$ cat src/rtl/tbp_pkg.sv
package tbp_pkg;
    typedef enum logic [2:0] {
        ST_IDLE,
        ST_RD0,
        ST_RD1,
        ST_JUDGE,
        ST_RC0,
        ST_RC1,
        ST_RJUDGE
    } state_t;

    typedef enum logic [1:0] {
        RES_COMPLETE  = 2'd0,
        RES_TIMEOUT   = 2'd1,
        RES_SUSPENDED = 2'd2,
        RES_ACTIVE    = 2'd3
    } res_t;

    // positions inside the captured status slice
    localparam int SL_BUSY = 2;
    localparam int SL_TMO  = 1;
    localparam int SL_SUSP = 0;
    localparam int SL_W    = 3;
endpackage

$ cat src/rtl/tbp_snap.sv
module tbp_snap #(
    parameter int W = 3
) (
    input  logic         clk,
    input  logic         rst_n,
    input  logic         ld_first,
    input  logic         ld_second,
    input  logic [W-1:0] din,
    output logic [W-1:0] first,
    output logic [W-1:0] second
);
    always_ff @(posedge clk) begin
        if (!rst_n) begin
            first  <= '0;
            second <= '0;
        end else begin
            if (ld_first)  first  <= din;
            if (ld_second) second <= din;
        end
    end
endmodule

$ cat src/rtl/tbp_judge.sv
module tbp_judge
    import tbp_pkg::*;
(
    input  logic [SL_W-1:0] first,
    input  logic [SL_W-1:0] second,
    output logic            busy_tog,
    output logic            susp_tog,
    output logic            tmo_flag
);
    always_comb begin
        busy_tog = first[SL_BUSY] ^ second[SL_BUSY];
        susp_tog = first[SL_SUSP] ^ second[SL_SUSP];
        tmo_flag = second[SL_TMO];
    end
endmodule

$ cat src/rtl/toggle_poller.sv
module toggle_poller
    import tbp_pkg::*;
#(
    parameter int ADDR_W   = 21,
    parameter int DATA_W   = 8,
    parameter int BUSY_BIT = 6,
    parameter int TMO_BIT  = 5,
    parameter int SUSP_BIT = 2
) (
    input  logic              clk,
    input  logic              rst_n,
    input  logic              start,
    input  logic              mode,
    input  logic [ADDR_W-1:0] poll_addr,
    output logic              rd_req,
    output logic [ADDR_W-1:0] rd_addr,
    input  logic              rd_valid,
    input  logic [DATA_W-1:0] rd_data,
    output logic              busy,
    output logic              done,
    output logic [1:0]        result
);
    state_t state, state_nx;
    logic   mode_q;
    logic   xfer;
    logic   busy_tog, susp_tog, tmo_flag;
    logic   fin;
    res_t   code;
    logic [SL_W-1:0] slice, first, second;
    logic   unused_data;

    assign unused_data = ^rd_data;

    always_comb begin
        slice          = '0;
        slice[SL_BUSY] = rd_data[BUSY_BIT];
        slice[SL_TMO]  = rd_data[TMO_BIT];
        slice[SL_SUSP] = rd_data[SUSP_BIT];
    end

    assign rd_req = (state == ST_RD0) || (state == ST_RD1) ||
                    (state == ST_RC0) || (state == ST_RC1);
    assign xfer   = rd_req && rd_valid;
    assign busy   = (state != ST_IDLE);

    tbp_snap #(.W(SL_W)) u_snap (
        .clk       (clk),
        .rst_n     (rst_n),
        .ld_first  (xfer && (state == ST_RD0 || state == ST_RC0)),
        .ld_second (xfer && (state == ST_RD1 || state == ST_RC1)),
        .din       (slice),
        .first     (first),
        .second    (second)
    );

    tbp_judge u_judge (
        .first    (first),
        .second   (second),
        .busy_tog (busy_tog),
        .susp_tog (susp_tog),
        .tmo_flag (tmo_flag)
    );

    // next-state logic
    always_comb begin
        state_nx = state;
        unique case (state)
            ST_IDLE:   if (start) state_nx = ST_RD0;
            ST_RD0:    if (xfer) state_nx = ST_RD1;
            ST_RD1:    if (xfer) state_nx = ST_JUDGE;
            ST_JUDGE: begin
                if (mode_q || !busy_tog) state_nx = ST_IDLE;
                else if (!tmo_flag)      state_nx = ST_RD0;
                else                     state_nx = ST_RC0;
            end
            ST_RC0:    if (xfer) state_nx = ST_RC1;
            ST_RC1:    if (xfer) state_nx = ST_RJUDGE;
            ST_RJUDGE: state_nx = ST_IDLE;
            default:   state_nx = ST_IDLE;
        endcase
    end

    // state register plus start-time captures
    always_ff @(posedge clk) begin
        if (!rst_n) begin
            state   <= ST_IDLE;
            mode_q  <= 1'b0;
            rd_addr <= '0;
        end else begin
            state <= state_nx;
            if (state == ST_IDLE && start) begin
                mode_q  <= mode;
                rd_addr <= poll_addr;
            end
        end
    end

    // outcome decode
    always_comb begin
        fin  = (state == ST_RJUDGE) ||
               ((state == ST_JUDGE) && (mode_q || !busy_tog));
        code = RES_COMPLETE;
        if (mode_q)
            code = susp_tog ? RES_SUSPENDED : RES_ACTIVE;
        else if (state == ST_RJUDGE && busy_tog)
            code = RES_TIMEOUT;
    end

    // output register
    always_ff @(posedge clk) begin
        if (!rst_n) begin
            done   <= 1'b0;
            result <= RES_COMPLETE;
        end else begin
            done <= fin;
            if (fin) result <= code;
        end
    end
endmodule

$ cat config.mk
export PLATFORM = sky130hd
export DESIGN_NAME = toggle_poller
export DESIGN_NICKNAME = d
export VERILOG_FILES = /design/src/rtl/tbp_pkg.sv /design/src/rtl/tbp_snap.sv /design/src/rtl/tbp_judge.sv /design/src/rtl/toggle_poller.sv
export SDC_FILE = /design/constraint.sdc
export NUM_CORES = 1
export LEC_CHECK = 0
export ABC_CLOCK_PERIOD_IN_PS = 1300
export BUFFER_PORTS_ARGS = -buffer_cell sky130_fd_sc_hd__buf_2
export CAP_MARGIN = 20
export CORE_ASPECT_RATIO = 1.1
export CORE_UTILIZATION = 42
export DETAILED_ROUTE_END_ITERATION = 8
export HOLD_SLACK_MARGIN = 0.1
export MAX_ROUTING_LAYER = met4
export PLACE_DENSITY = 0.86
export REMOVE_ABC_BUFFERS = 1
export SLEW_MARGIN = 20
export SYNTH_ARGS = -nofsm -noshare
export SYNTH_HDL_FRONTEND = slang
export SYNTH_SLANG_ARGS = --single-unit
export TNS_END_PERCENT = 10
$ cat constraint.sdc
create_clock -name clk -period 1.3 [get_ports clk]
set_input_delay 0.13 -clock clk [delete_from_list [all_inputs] [get_ports clk]]
set_output_delay 0.13 -clock clk [all_outputs]
set_load 0.02 [all_outputs]
[Word level (Yosys, flattened, before mapping)]
Cells that the tools add are included.
Word-level totals
  bits in registers: 34
  input bits: 34
  output and inout port bits: 26
Cells by class
  equality and inequality tests: 11
  multiplexer cells: 11
  bitwise logic cells: 2
  reduce and logical (&&, ||, !) cells: 17
Operators with widths (count)
  2-to-1 mux 3 bit: 7
  case mux 3 bit (6 select lines): 1
  != test 2 bit, second input constant: 5
  equality test 3 bit, second input constant: 3
  logical OR 1 bit: 7
  equality test 3 x 2 -> 1 bit, second input constant: 2
  logical AND 1 bit: 6
  AND reduction 5 bit: 1
  equality test 3 x 1 -> 1 bit, second input constant: 1
  logical NOT 3 bit: 1
  nonzero test 3 bit: 1
  2-to-1 mux 1 bit: 2
  2-to-1 mux 2 bit: 1
  XOR 1 bit: 2
  logical NOT 1 bit: 1

[Longest topological paths before layout]
Gate-level depths: netlist (run 1).
  depth after elaboration: 7
  depth in mapped cells: 5

[Hierarchy]
Synthesis (run 1) repeated with hierarchy kept, for this count alone.
Unflattened totals
  cell total of the unflattened synthesis: 171
  area total of the unflattened synthesis: 1411.4 um^2
Modules (own cells, without submodules)
  toggle_poller: instances 1, cells each 150, area each 1168.6 um^2, sequential area each 560.5 um^2
  tbp_snap: instances 1, cells each 18, area each 217.7 um^2, sequential area each 120.1 um^2
  tbp_judge: instances 1, cells each 3, area each 25.0 um^2, sequential area each 0.0 um^2

[Worst setup path before layout (run 1)]
No wires, ideal clock.
  path kind: register -> output
  from: register state[2]
  to: output port rd_req
  data arrival time: 1244 ps
  setup slack: -74 ps
  stages on the path, launching flop included: 5
  path through: dfxtp_1 -> buf_2 -> buf_2 -> or3_1 -> and2_1
On the way
  cells in the longest elaborated chain, start to end: 4
  elaborated cells between the ends (all ways): 7
  those cells by class: eq/ne (4); reduce/logical (3)
RTL lines
  from (decl): line toggle_poller.sv:23  | state_t state, state_nx;
  from (signal assigned): line toggle_poller.sv:90  | state <= state_nx;
  equality test 3 x 1 -> 1 bit / equality test 3 x 2 -> 1 bit (equally long branches): line toggle_poller.sv:41  | assign rd_req = (state == ST_RD0) || (state == ST_RD1) ||
  logical OR 1 bit (2 in series): line toggle_poller.sv:41
  logical OR 1 bit *: line toggle_poller.sv:42  | (state == ST_RC0) || (state == ST_RC1);
  to (decl): line toggle_poller.sv:15  | output logic rd_req,
Every way passes the cells marked *; elsewhere a longest branch is shown, timed or not.

[Worst setup path after layout (run 1)]
Ends and elaborated chain as after synthesis.

==> summary by stage, run 1 <==
Worst setup path
The worst register-to-register path begins at state[1]. The worst setup path is captured at an output port. The worst setup path is of the reg2out kind. For the worst setup path, the data required time is between 1000 and 1500 ps. Of all nets on the critical path, the largest fanout is 2. The setup slack on the worst flop-to-flop path is -160 ps. The launching element of the worst setup path is state[2]. The depth of the most critical reg-to-reg path is 4. Data on the critical path arrives at its endpoint at 1470 ps.

The reg-to-reg critical path endpoint is rd_addr[9]. The worst setup path is launched from a flop. The endpoint of the most critical setup path is rd_req.

Finish
The area growth from synthesis to layout is 63.4%. The final core utilization is 73.0%. The library cells used most frequently in the layout, excluding fill and tap cells, are sky130_fd_sc_hd__nand2_1 (53), sky130_fd_sc_hd__buf_2 (53), sky130_fd_sc_hd__dfxtp_1 (30), sky130_fd_sc_hd__dlygate4sd3_1 (25), sky130_fd_sc_hd__a21oi_1 (24). Registers take 667 sq um.

Fill cells in the final layout number 239. Once layout is complete, the cells apart from fillers number 298. 0 antenna diodes ended up in the layout. In the final layout, the share of cells above drive strength 1 is 37.5%. The number of nets in the layout is 297. The footprint of the multi-input gates is 714 sq um. The final design area excluding fillers is 2260 sq um.

STA
Hold is met by 98.0 ps. The final clock period utilization by the worst path is 123%. In the final timing run, aggregate negative setup slack is -3830 ps. Measured against its own limit, the worst slew margin works out to 80.1%.

Setup repair after global routing could not meet its margin everywhere. The final worst clock skew is 8.07 ps. The number of hold violations in the final report is 0. The post-layout worst setup margin is -297 ps. The worst path in the final design needs a cycle of 1600 ps, including I/O delays and setup. The number of pins with negative max-slew slack in the final report was 0. The slew of the pin with the lowest slew margin is 297 ps. Timing would allow up to between 0.6 and 0.7 GHz. Setup violations remaining at the end of the flow were counted as 29.

Power and ir drop
The peak ir drop on the vdd network is 1.06 mV. The total chip power is 2.51 mW. The leakage power is 1.01 nW.

The cell area power density is 1110 nW/um^2.

Die
In this run the vertical extent of the chip is roughly 62 um. The floorplan has 21 rows. The core region is 3100 sq um. Once the floorplan was initialized, standard cells occupied about 45% of the core.

The boundary pin count is 60. From left edge to right edge, the die measures about 57 um. The total die area is roughly 3500 sq um.

Synthesis
The count of distinct cell types in the synthesized netlist is 33. The Yosys step of the flow raised 0 warnings. The number of standard cells after synthesis is 166. Counting flops with an async set or reset pin after synthesis yields a share of 0%. Ranked by total cell area, the synthesized netlist is headed by sky130_fd_sc_hd__dfxtp_1 (48%), sky130_fd_sc_hd__nand2_1 (14%), sky130_fd_sc_hd__a21oi_1 (9.8%), sky130_fd_sc_hd__mux2i_1 (2.9%), sky130_fd_sc_hd__buf_2 (2.5%). Counting flops and latches in the post-synthesis netlist gives 33.

sky130_fd_sc_hd__dfxtp_1 takes more of the synthesized area than any other cell. The number of enable-type register cells in the synthesized netlist is 0. Sequential cells were found to cover 47.7% of the synthesized design area. The most used flip-flop cell after synthesis is sky130_fd_sc_hd__dfxtp_1.

The area of the mapped netlist is between 1000 and 1500 sq um. The per-instance average area after synthesis is 8.34 sq um. The share of the synthesized area in the top cell type is between 40% and 50%.

Global route
The all-layer global routing usage is about 24%. The most used routing layer in global routing is met2. The met2 demand-to-capacity share in global routing is 44.5%. The met1 demand-to-capacity share in global routing is 24.8%. The maximum number of pins on one net before global-route repair is 23. The first global-routing pass estimated 6440 um of wire. Summed over all layers, the global routing overflow is 0. The met3 track utilization from global routing is 4.58%. The number of global-route vias before repair is 1542. The number of antenna violations at the first check in global routing is 0.

Route
In this run, the number of DRC markers left after iteration 0 of detailed routing was 74. The number of search-and-repair iterations in the first detailed-routing pass is 6. The count of nets left with antenna violations once routing finished came out at 0. Wires add up to ~4000 um. After detailed routing, the number of remaining DRC violations is 4. After detailed routing, the number of vias per cell comes to 5.08.

The total via count in the routed design is between 1500 and 2000. In the final routed layout, each cell accounts on average for 13.4 um.

Status
The checks that failed: DRC, setup timing. The run finished, with violations left.

CTS
Counting along the longest clock path gives a buffer depth of 2. The clock-pin transition on the worst setup and hold timing paths is between 100 and 150 ps. The number of clock buffers added by TritonCTS is 5.

Clock latency on the worst-skew pair, taken at its later pin, is about 350 ps. TritonCTS built the clock tree. CTS placed an instance of sky130_fd_sc_hd__clkbuf_4 at the clock tree root. The count of H-tree levels built during CTS is 2. The clock sink count is 33.

Placed design
The global placer's final weighted congestion is 0.855. The HPWL after detailed placement is 2220 um. The instance area after placement is 1750 sq um. The post-placement setup slack is -40.2 ps. The count of buffers added on input and output ports is 54.

Counting tap cells, the placed design contains a total of 256 instances.

Min path
The startpoint of the lowest-slack hold path is rst_n. In this run the worst hold path is classified as in2reg.

Flow run
The max-capacitance violation count is 0.
## state kept, by name (all words and copies together), names as in the netlist
signal,flops
mode_q,1
u_snap.first,2
rd_addr,21
state,3
result,2
done,1
u_snap.second,3
## cell type report
cell class / instances / share of cell area (%)
clock buffers: 5 / 1.66
clock inverters: 3 / 2.05
inverters: 1 / 0.166
multi-input cells: 121 / 31.6
flip-flops and latches: 33 / 29.5
well taps: 34 / 1.88
repair buffers: 101 / 33.2
## metal layers
layer	vias up	routed length [um]
met5	-	0
met4	0	52
met3	5	146
met2	42	2170
met1	714	1620
li1	753	-
## power breakdown
group / internal [mW] / total (mW) / switching, mW
registers: 1.07 / 1.11 / 0.0364
clock network: 0.407 / 0.797 / 0.390
logic: 0.304 / 0.605 / 0.301
## Yosys cell counts, drive strengths merged, types with 2 or more instances
cell type / instances
a21oi: 27
and2: 2
buf: 9
clkbuf: 2
dfxtp: 33
mux2i: 4
nand2: 53
nand2b: 2
nand3: 2
nand3b: 3
nor2b: 3
o21ai: 5
xnor2: 2
xor2: 2
## what timing repair did
item,in CTS,in global routing
buffers inserted,7,1
hold endpoints to repair,27,0
pin swaps,36,10
hold buffers,25,0
gates cloned,0,1
setup endpoints to repair,28,31
resized for setup,17,8
## worst max-delay path, cell delays in order, from the launching register on
cell	delay [ps]
sky130_fd_sc_hd__dfxtp_4	360
sky130_fd_sc_hd__buf_6	110
sky130_fd_sc_hd__or3_4	380
sky130_fd_sc_hd__and2_4	150
sky130_fd_sc_hd__buf_6	120
## how the worst min path moves through the flow
stage / to / slack, ps / cells past startpoint
after detailed placement: rd_addr[14] / 380 / 3
final: u_snap.second[0] / 100 / 3
after CTS: u_snap.second[0] / 100 / 3
after global placement: rd_addr[17] / 370 / 3
after floorplan: done / 250 / 1
after global routing: u_snap.second[2] / 110 / 3
## kinds of logic after synthesis
| logic type | after synthesis | share of synthesized area (%) |
|---|---|---|
| xor gates and xnor gates | 4 | 2.53 |
| buffers and inverters | 12 | 4.97 |
| AOI/OAI and AO/OA | 39 | 16.4 |
| and+or+nand+nor | 74 | 25.6 |
| DFF | 33 | 47.7 |
| muxes | 4 | 2.89 |
(Power assumes the default switching activity.)
==> run 2: changes to the inputs <==
- ABC_CLOCK_PERIOD_IN_PS: 1300 -> 1800
- CORE_UTILIZATION: 42 -> 46
- PLACE_DENSITY: 0.86 -> 0.89
- clock period: 1.3 -> 1.8 ns (I/O delays scaled with it)
==> run 2 against run 1 <==
The run now ends clean; worst hold slack improved by 77 ps; routed wire length increased by 1.7%; sequential share of layout area increased by 3.8 points; sequential cell count unchanged; clock power decreased by 46%; setup slack improved by 410 ps; total power decreased by 37%; non-clock buffer count decreased by 17; design area decreased by 12%; clock skew decreased by 3.2 ps; global-route usage increased by 5.8 points; highest routed layer unchanged.
==> summary by stage, run 2 (same netlist as run 1, synthesis figures left out) <==
Finish
The register with the highest flop count is rd_addr. The largest registers in the layout are rd_addr (21), state (3), u_snap.second (3). The count of antenna diodes in the layout is 0 (unchanged). The library cells used most frequently in the layout, excluding fill and tap cells, are sky130_fd_sc_hd__buf_2 (54), sky130_fd_sc_hd__nand2_1 (53), sky130_fd_sc_hd__dfxtp_1 (31), sky130_fd_sc_hd__a21oi_1 (27), sky130_fd_sc_hd__dlygate4sd3_1 (25).

The number of flip-flops in the largest register is 21 (unchanged). The area growth from synthesis to layout is 44.4%. The share of final-layout standard cells stronger than drive strength 1 came to 28.5% (-9.0 points).

The final design area excluding fillers came to 2000 sq um (-12%). The number of nets in the layout is 280 (-5.7%). The most common library cell in the layout ignoring fill and taps is sky130_fd_sc_hd__buf_2. The count of non-filler cells in the finished layout is 279 (-6.4%).

Route
The number of search-and-repair iterations in the first detailed-routing pass is 4 (-2). The detail-routed via count per cell is 5.28 (+3.8%). The total via count in the routed design was 1472 (-2.8%). The DRC marker count from the first detailed-route iteration was 27 (-64%). The final wirelength was 4060 um (+1.7%). The number of nets with antenna violations after routing is 0 (unchanged). The DRC violation count after routing is 0 (-4). The routed wire length per instance is 14.6 um (+8.7%).

Worst setup path
The setup slack on the worst flop-to-flop path was 230 ps (+390 ps). The worst setup path is captured at an output port. Tracing the worst setup path back leads to its startpoint at state[1]. The reg-to-reg critical path endpoint is rd_addr[0]. The required time at the endpoint of the critical path is 1620 ps (+450 ps). The kind of cell with the highest combined delay along the critical path is simple AND/OR/NAND/NOR gates. The worst setup path is launched from a flop. The stage delay of the slowest cell on the critical path came to 390 ps (about the same). The launch instance of the worst register-to-register path is state[2]. The depth of the most critical reg-to-reg path is 3 (-1). The largest individual stage delay along the critical path comes from the cell sky130_fd_sc_hd__dfxtp_4. The number of buffers and inverters on the critical path is 2 (unchanged). The peak fanout along the critical path is 10 (+8). The arrival time at the worst endpoint is 1510 ps (+40 ps). The critical path ends at rd_req. The path type of the worst setup path is reg2out. The signal on the critical path passes through buf_4, or3_1, and2_1, buf_2. The number of gates on the worst path with buffers counted is 4 (unchanged).

Global route
The residual overflow from global routing is 0 (unchanged). The all-layer global routing usage is 30.0% (+5.8 points). The maximum number of pins on one net before global-route repair is 23 (unchanged).

The number of global-route vias before repair is 1435 (-6.9%). The number of antenna violations at the first check in global routing is 0 (unchanged). The global-route wire length before repair is 6540 um (+1.5%).

STA
The final setup TNS came to 0 ps (+3830 ps). For this run, the top clock speed supported by timing is 0.593 GHz. The number of hold violations in the final report is 0 (unchanged).

The shortest period the worst path allows is 1690 ps. The final critical path takes up 93.8% of the cycle. The slew of the pin with the lowest slew margin is 564 ps (+267 ps). The final worst clock skew is 4.83 ps (-3.24 ps). The max-slew headroom at the worst pin is 62.4% (-18 points).

The count of final setup violators is 0 (-100%). Setup repair after global routing left no endpoint under its margin. The post-layout worst setup margin is 112 ps (+409 ps). The number of pins with negative max-slew slack in the final report is 0 (unchanged).

CTS
The count of H-tree levels built during CTS is 2 (unchanged). The clock tree root buffer cell is sky130_fd_sc_hd__clkbuf_4. TritonCTS built the clock tree. The largest buffer count on any clock path is 2 (unchanged). The clock sink count came to 33 (unchanged). The CTS buffer count was 5 (unchanged). The insertion delay of the later-clocked pin in the worst-skew pair is 330 ps (-20 ps).

The clock-pin transition on the worst setup and hold timing paths came to 100 ps (about the same).

Power and ir drop
The leakage power was 0.886 nW (-12%). The cell area power density is 796 nW/um^2 (-28%). The peak ir drop on the vdd network came to 0.473 mV (-56%).

Flow run
The max-capacitance violation count is 0 (unchanged).

Die
The horizontal extent of the die is 54.3 um (-4.3%). The die span in y is 59.6 um (-4.3%). The area of the placeable core was 2800 sq um (-9.6%). The total die area is 3230 sq um (-8.4%). The boundary pin count is 60 (unchanged). The number of rows in the core area came to 20 (-4.8%). The initial cell density of the core is 49.4% (+4.7 points).

Placed design
The post-placement setup slack is 248 ps (+289 ps). The number of cells in the design after placement is 245 (-4.3%). The instance area after placement is 1680 sq um (-4.4%). The number of port buffers was 54 (unchanged). The HPWL after detailed placement is 1940 um (-13%). The global placer's final weighted congestion is 0.767 (-10%).

Min path
The min-delay analysis places its worst path in the category in2reg.

Status
The run finished with clean final reports.
==> run 2: final cells by class <==
cell class | instances | area, sq um
inverter | 1 | 3.75
tap | 33 | 41.3
timing repair buffer | 84 | 571
sequential | 33 | 666
multi-input combinational | 121 | 664
fill | 205 | 802
clock buffer | 7 | 55.1
==> run 2: how the worst min path moves through the flow <==
stage | endpoint | start | depth (start not counted)
global placement | rd_addr[18] | poll_addr[18] | 3
CTS | result[0] | rst_n | 2
finish | result[0] | rst_n | 2
global route | result[0] | rst_n | 2
floorplan | done | rst_n | 1
detailed placement | rd_addr[20] | poll_addr[20] | 3
==> run 2: worst reg2reg max path: stages (launching register included) <==
cell and delay (ps):
sky130_fd_sc_hd__dfxtp_1 490, sky130_fd_sc_hd__or4b_4 710, sky130_fd_sc_hd__nand2_1 160, sky130_fd_sc_hd__a21oi_1 100
==> run 2: power breakdown <==
| part | internal (mW) | total (mW) | switching [mW] |
|---|---|---|---|
| clock network | 0.184 | 0.430 | 0.245 |
| logic | 0.158 | 0.349 | 0.191 |
| registers | 0.775 | 0.813 | 0.0387 |
| total | 1.12 | 1.59 | 0.475 |
==> run 2: timing repair <==
item	CTS	global route
setup buffers	0	2
endpoints found under the setup margin	1	1
gates resized for setup	1	2
hold endpoints to repair	26	0
cloned	0	0
hold buffers	25	0
==> run 2: routing by layer <==
metal	share of wire, %	track usage [%]	routed length, um	vias to the layer above
met5	0	-	0	-
met4	1.6	13.6	65	0
met3	6.0	8.21	242	8
met2	52	47.6	2130	70
met1	40	34.6	1620	675
li1	-	-	-	719
==> run 2: metrics by stage <==
step,utilization [%],power (mW),hold WS [ps]
after floorplan,-,0.991,302
after global placement,59.8,1.11,420
after detailed placement,59.8,1.11,426
after CTS,70.7,1.57,149
after global routing,71.4,1.67,158
final,71.4,1.59,175
==> run 3: changes to the inputs <==
- ABC_CLOCK_PERIOD_IN_PS: 1800 -> 2200
- CORE_UTILIZATION: 46 -> 50
- PLACE_DENSITY: 0.89 -> 0.95
- clock period: 1.8 -> 2.2 ns (I/O delays scaled with it)
==> run 3 against run 2 <==
Global-route usage down 7.0 points; sequential power down 18%; die area down 7.7%; register-to-register slack better by 290 ps; clock skew down 1.8 ps; final cell count down 9.0%; total power down 24%; clock power down 27%; critical path depth down 1; count of clock-buffer cells in the layout down 1; via count down 9.2%; largest cell class is now multi-input combinational cells; largest power group unchanged.
==> summary by stage, run 3 (same netlist as run 1, synthesis figures left out) <==
Finish
The largest registers in the layout are rd_addr (21), state (3), u_snap.second (3). The area growth from synthesis to layout is 25.9%. The library cell used most frequently in the layout, excluding fill and tap cells, is sky130_fd_sc_hd__buf_2.

The share of final-layout standard cells stronger than drive strength 1 was 29.6% (+1.1 points). The number of nets in the layout is 256 (-8.6%). The register with the highest flop count is rd_addr. The count of non-filler cells in the finished layout is 254 (-9.0%). The number of flip-flops in the largest register is 21 (unchanged). The library cells used most frequently in the layout, excluding fill and tap cells, are sky130_fd_sc_hd__buf_2 (54), sky130_fd_sc_hd__nand2_1 (53), sky130_fd_sc_hd__dfxtp_1 (33), sky130_fd_sc_hd__a21oi_1 (27), sky130_fd_sc_hd__clkbuf_4 (5). The count of antenna diodes in the layout is 0 (unchanged). The final core utilization came to 67.9% (-3.5 points).

Die
The number of rows in the core area is 19 (-5.0%). The area of the placeable core was 2570 sq um (-8.4%). The total die area was 2980 sq um (-7.7%).

The die span in y is 57.2 um (-3.9%). The horizontal extent of the die came to 52.2 um (-3.9%). The initial cell density of the core is 53.9% (+4.5 points). The boundary pin count is 60 (unchanged).

Worst setup path
The path type of the worst setup path is reg2out. The arrival time at the worst endpoint is 1570 ps (+60 ps). Walking the worst path, the cells encountered are or3_1, and2_1, buf_2. The peak fanout along the critical path is 16 (+6). Among all stages on the critical path, the largest delay is contributed by sky130_fd_sc_hd__dfxtp_1. The number of buffers and inverters on the critical path is 1 (-1). The stage delay of the slowest cell on the critical path is 500 ps (+110 ps).

STA classifies the critical path startpoint as a flop. The required time at the endpoint of the critical path is 1980 ps (+360 ps). On the critical path the largest part of the delay comes from simple AND/OR/NAND/NOR gates. STA classifies the critical path endpoint as an output port.

Placed design
The HPWL after detailed placement is 2200 um (+14%). The global placer's final weighted congestion is 0.801 (+4.4%). The number of cells in the design after placement was 242 (-1.2%). The post-placement setup slack is 584 ps (+336 ps).

The number of port buffers is 54 (unchanged).

Global route
The number of global-route vias before repair is 1178 (-18%). The residual overflow from global routing is 0 (unchanged). The met1 demand-to-capacity share in global routing is 23.5% (-11 points). The maximum number of pins on one net before global-route repair was 23 (unchanged).

The met3 track utilization from global routing was 5.07% (-3.1 points). The global-route wire length before repair is 4860 um (-26%). The met2 demand-to-capacity share in global routing came to 39.6% (-8.0 points). The all-layer global routing usage is 23.0% (-7.0 points). The most used routing layer in global routing is met2. The number of antenna violations at the first check in global routing is 0 (unchanged).

CTS
The CTS buffer count was 5 (unchanged). TritonCTS built the clock tree. The clock tree root buffer cell is sky130_fd_sc_hd__clkbuf_4. The largest buffer count on any clock path was 2 (unchanged). The clock sink count came to 33 (unchanged). The insertion delay of the later-clocked pin in the worst-skew pair is 320 ps (about the same). The clock-pin transition on the worst setup and hold timing paths was 100 ps (about the same).

The count of H-tree levels built during CTS is 2 (unchanged).

STA
The final worst clock skew is 3.03 ps (-1.80 ps). The final setup TNS is 0 ps (unchanged). The max-slew headroom at the worst pin is 60.8% (-1.5 points). For this run, the top clock speed supported by timing is 0.560 GHz. The final worst hold slack is 125 ps (-49.7 ps). The count of final setup violators is 0 (unchanged).

The slew of the pin with the lowest slew margin is 587 ps (+22.9 ps). The shortest period the worst path allows is between 1500 and 2000 ps. After layout, the worst path uses between 80% and 90% of the clock period. The number of pins with negative max-slew slack in the final report came to 0 (unchanged).

The number of hold violations in the final report is 0 (unchanged). Setup repair after global routing left no endpoint under its margin. The post-layout worst setup margin came to 414 ps (+301 ps).

Route
The routed wire length per instance came to 12.6 um (-14%). The number of search-and-repair iterations in the first detailed-routing pass came to 4 (unchanged). The final wirelength is 3200 um (-21%). The number of nets with antenna violations after routing is 0 (unchanged). The DRC violation count after routing was 0 (unchanged). The total via count in the routed design came to 1337 (-9.2%). The detail-routed via count per cell is 5.26 (-0.23%). The DRC marker count from the first detailed-route iteration came to 13 (-52%).

Power and ir drop
The cell area power density was 695 nW/um^2 (-13%). The reported net switching power is 0.361 mW (-24%). The register share of total power came to 55.0% (+3.9 points).

The power share of the combinational group is 19.0% (-2.9 points). The total internal power was 0.850 mW (-24%). The peak ir drop on the vdd network is 0.537 mV (+14%). The switching share of power is 29.8% (about the same). The leakage power was 0.778 nW (-12%).

The clock network power share is 26.0% (-1.0 points).

Flow run
The max-capacitance violation count is 0 (unchanged).

Min path
The path class of the tightest hold or removal check is in2reg.

Status
The flow ran to the end, and the final reports show no timing, DRC or antenna violations.
## run 3: layout make-up
type	instances	area, sq um
clock buffers	6	41.3
well taps	31	38.8
repair buffers	60	325
flip-flops and latches	33	661
clock inverters	2	10.0
inverters	1	3.75
multi-input cells	121	664
fillers	229	823
## run 3: through the flow
step | total power, mW | area [sq um]
floorplan | 0.811 | 1320
global placement | 0.896 | 1650
detailed placement | 0.904 | 1650
CTS | 1.22 | 1700
global route | 1.28 | 1740
finish | 1.21 | 1740
## run 3: power by group through the flow
stage | clock network [mW] | registers, mW | logic (mW)
finish | 0.315 | 0.666 | 0.230
detailed placement | 0 | 0.679 | 0.225
global placement | 0 | 0.677 | 0.219
CTS | 0.324 | 0.666 | 0.226
global route | 0.358 | 0.672 | 0.252
floorplan | 0 | 0.709 | 0.102
## run 3: worst paths after layout
kind	start	end	slack [ps]	cells after the start
setup reg to reg	state[1]	u_snap.second[2]	520	3
setup / recovery	state[0]	rd_req	410	3
hold / removal	poll_addr[18]	rd_addr[18]	130	3
hold reg to reg	rd_addr[16]	rd_addr[16]	460	2
## run 3: what timing repair did
item / CTS / global route
hold endpoints to repair: 0 / 4
hold buffers: 0 / 4
buffers inserted: 0 / 0
resized for setup: 0 / 0
## run 3: worst reg2reg max path, delay by kind of cell, from the launching register on
kind               cells  cell delay, ps
DFF                    1             690
and+or+nand+nor        1             450
AOI/OAI and AO/OA      1             270
muxes                  1             210
## run 3: metal layers
metal | vias to the layer above | part of all wire [%]
met1 | 613 | 41
met5 | - | 0
met3 | 6 | 4.4
met2 | 50 | 52
met4 | 0 | 2.1
li1 | 668 | -
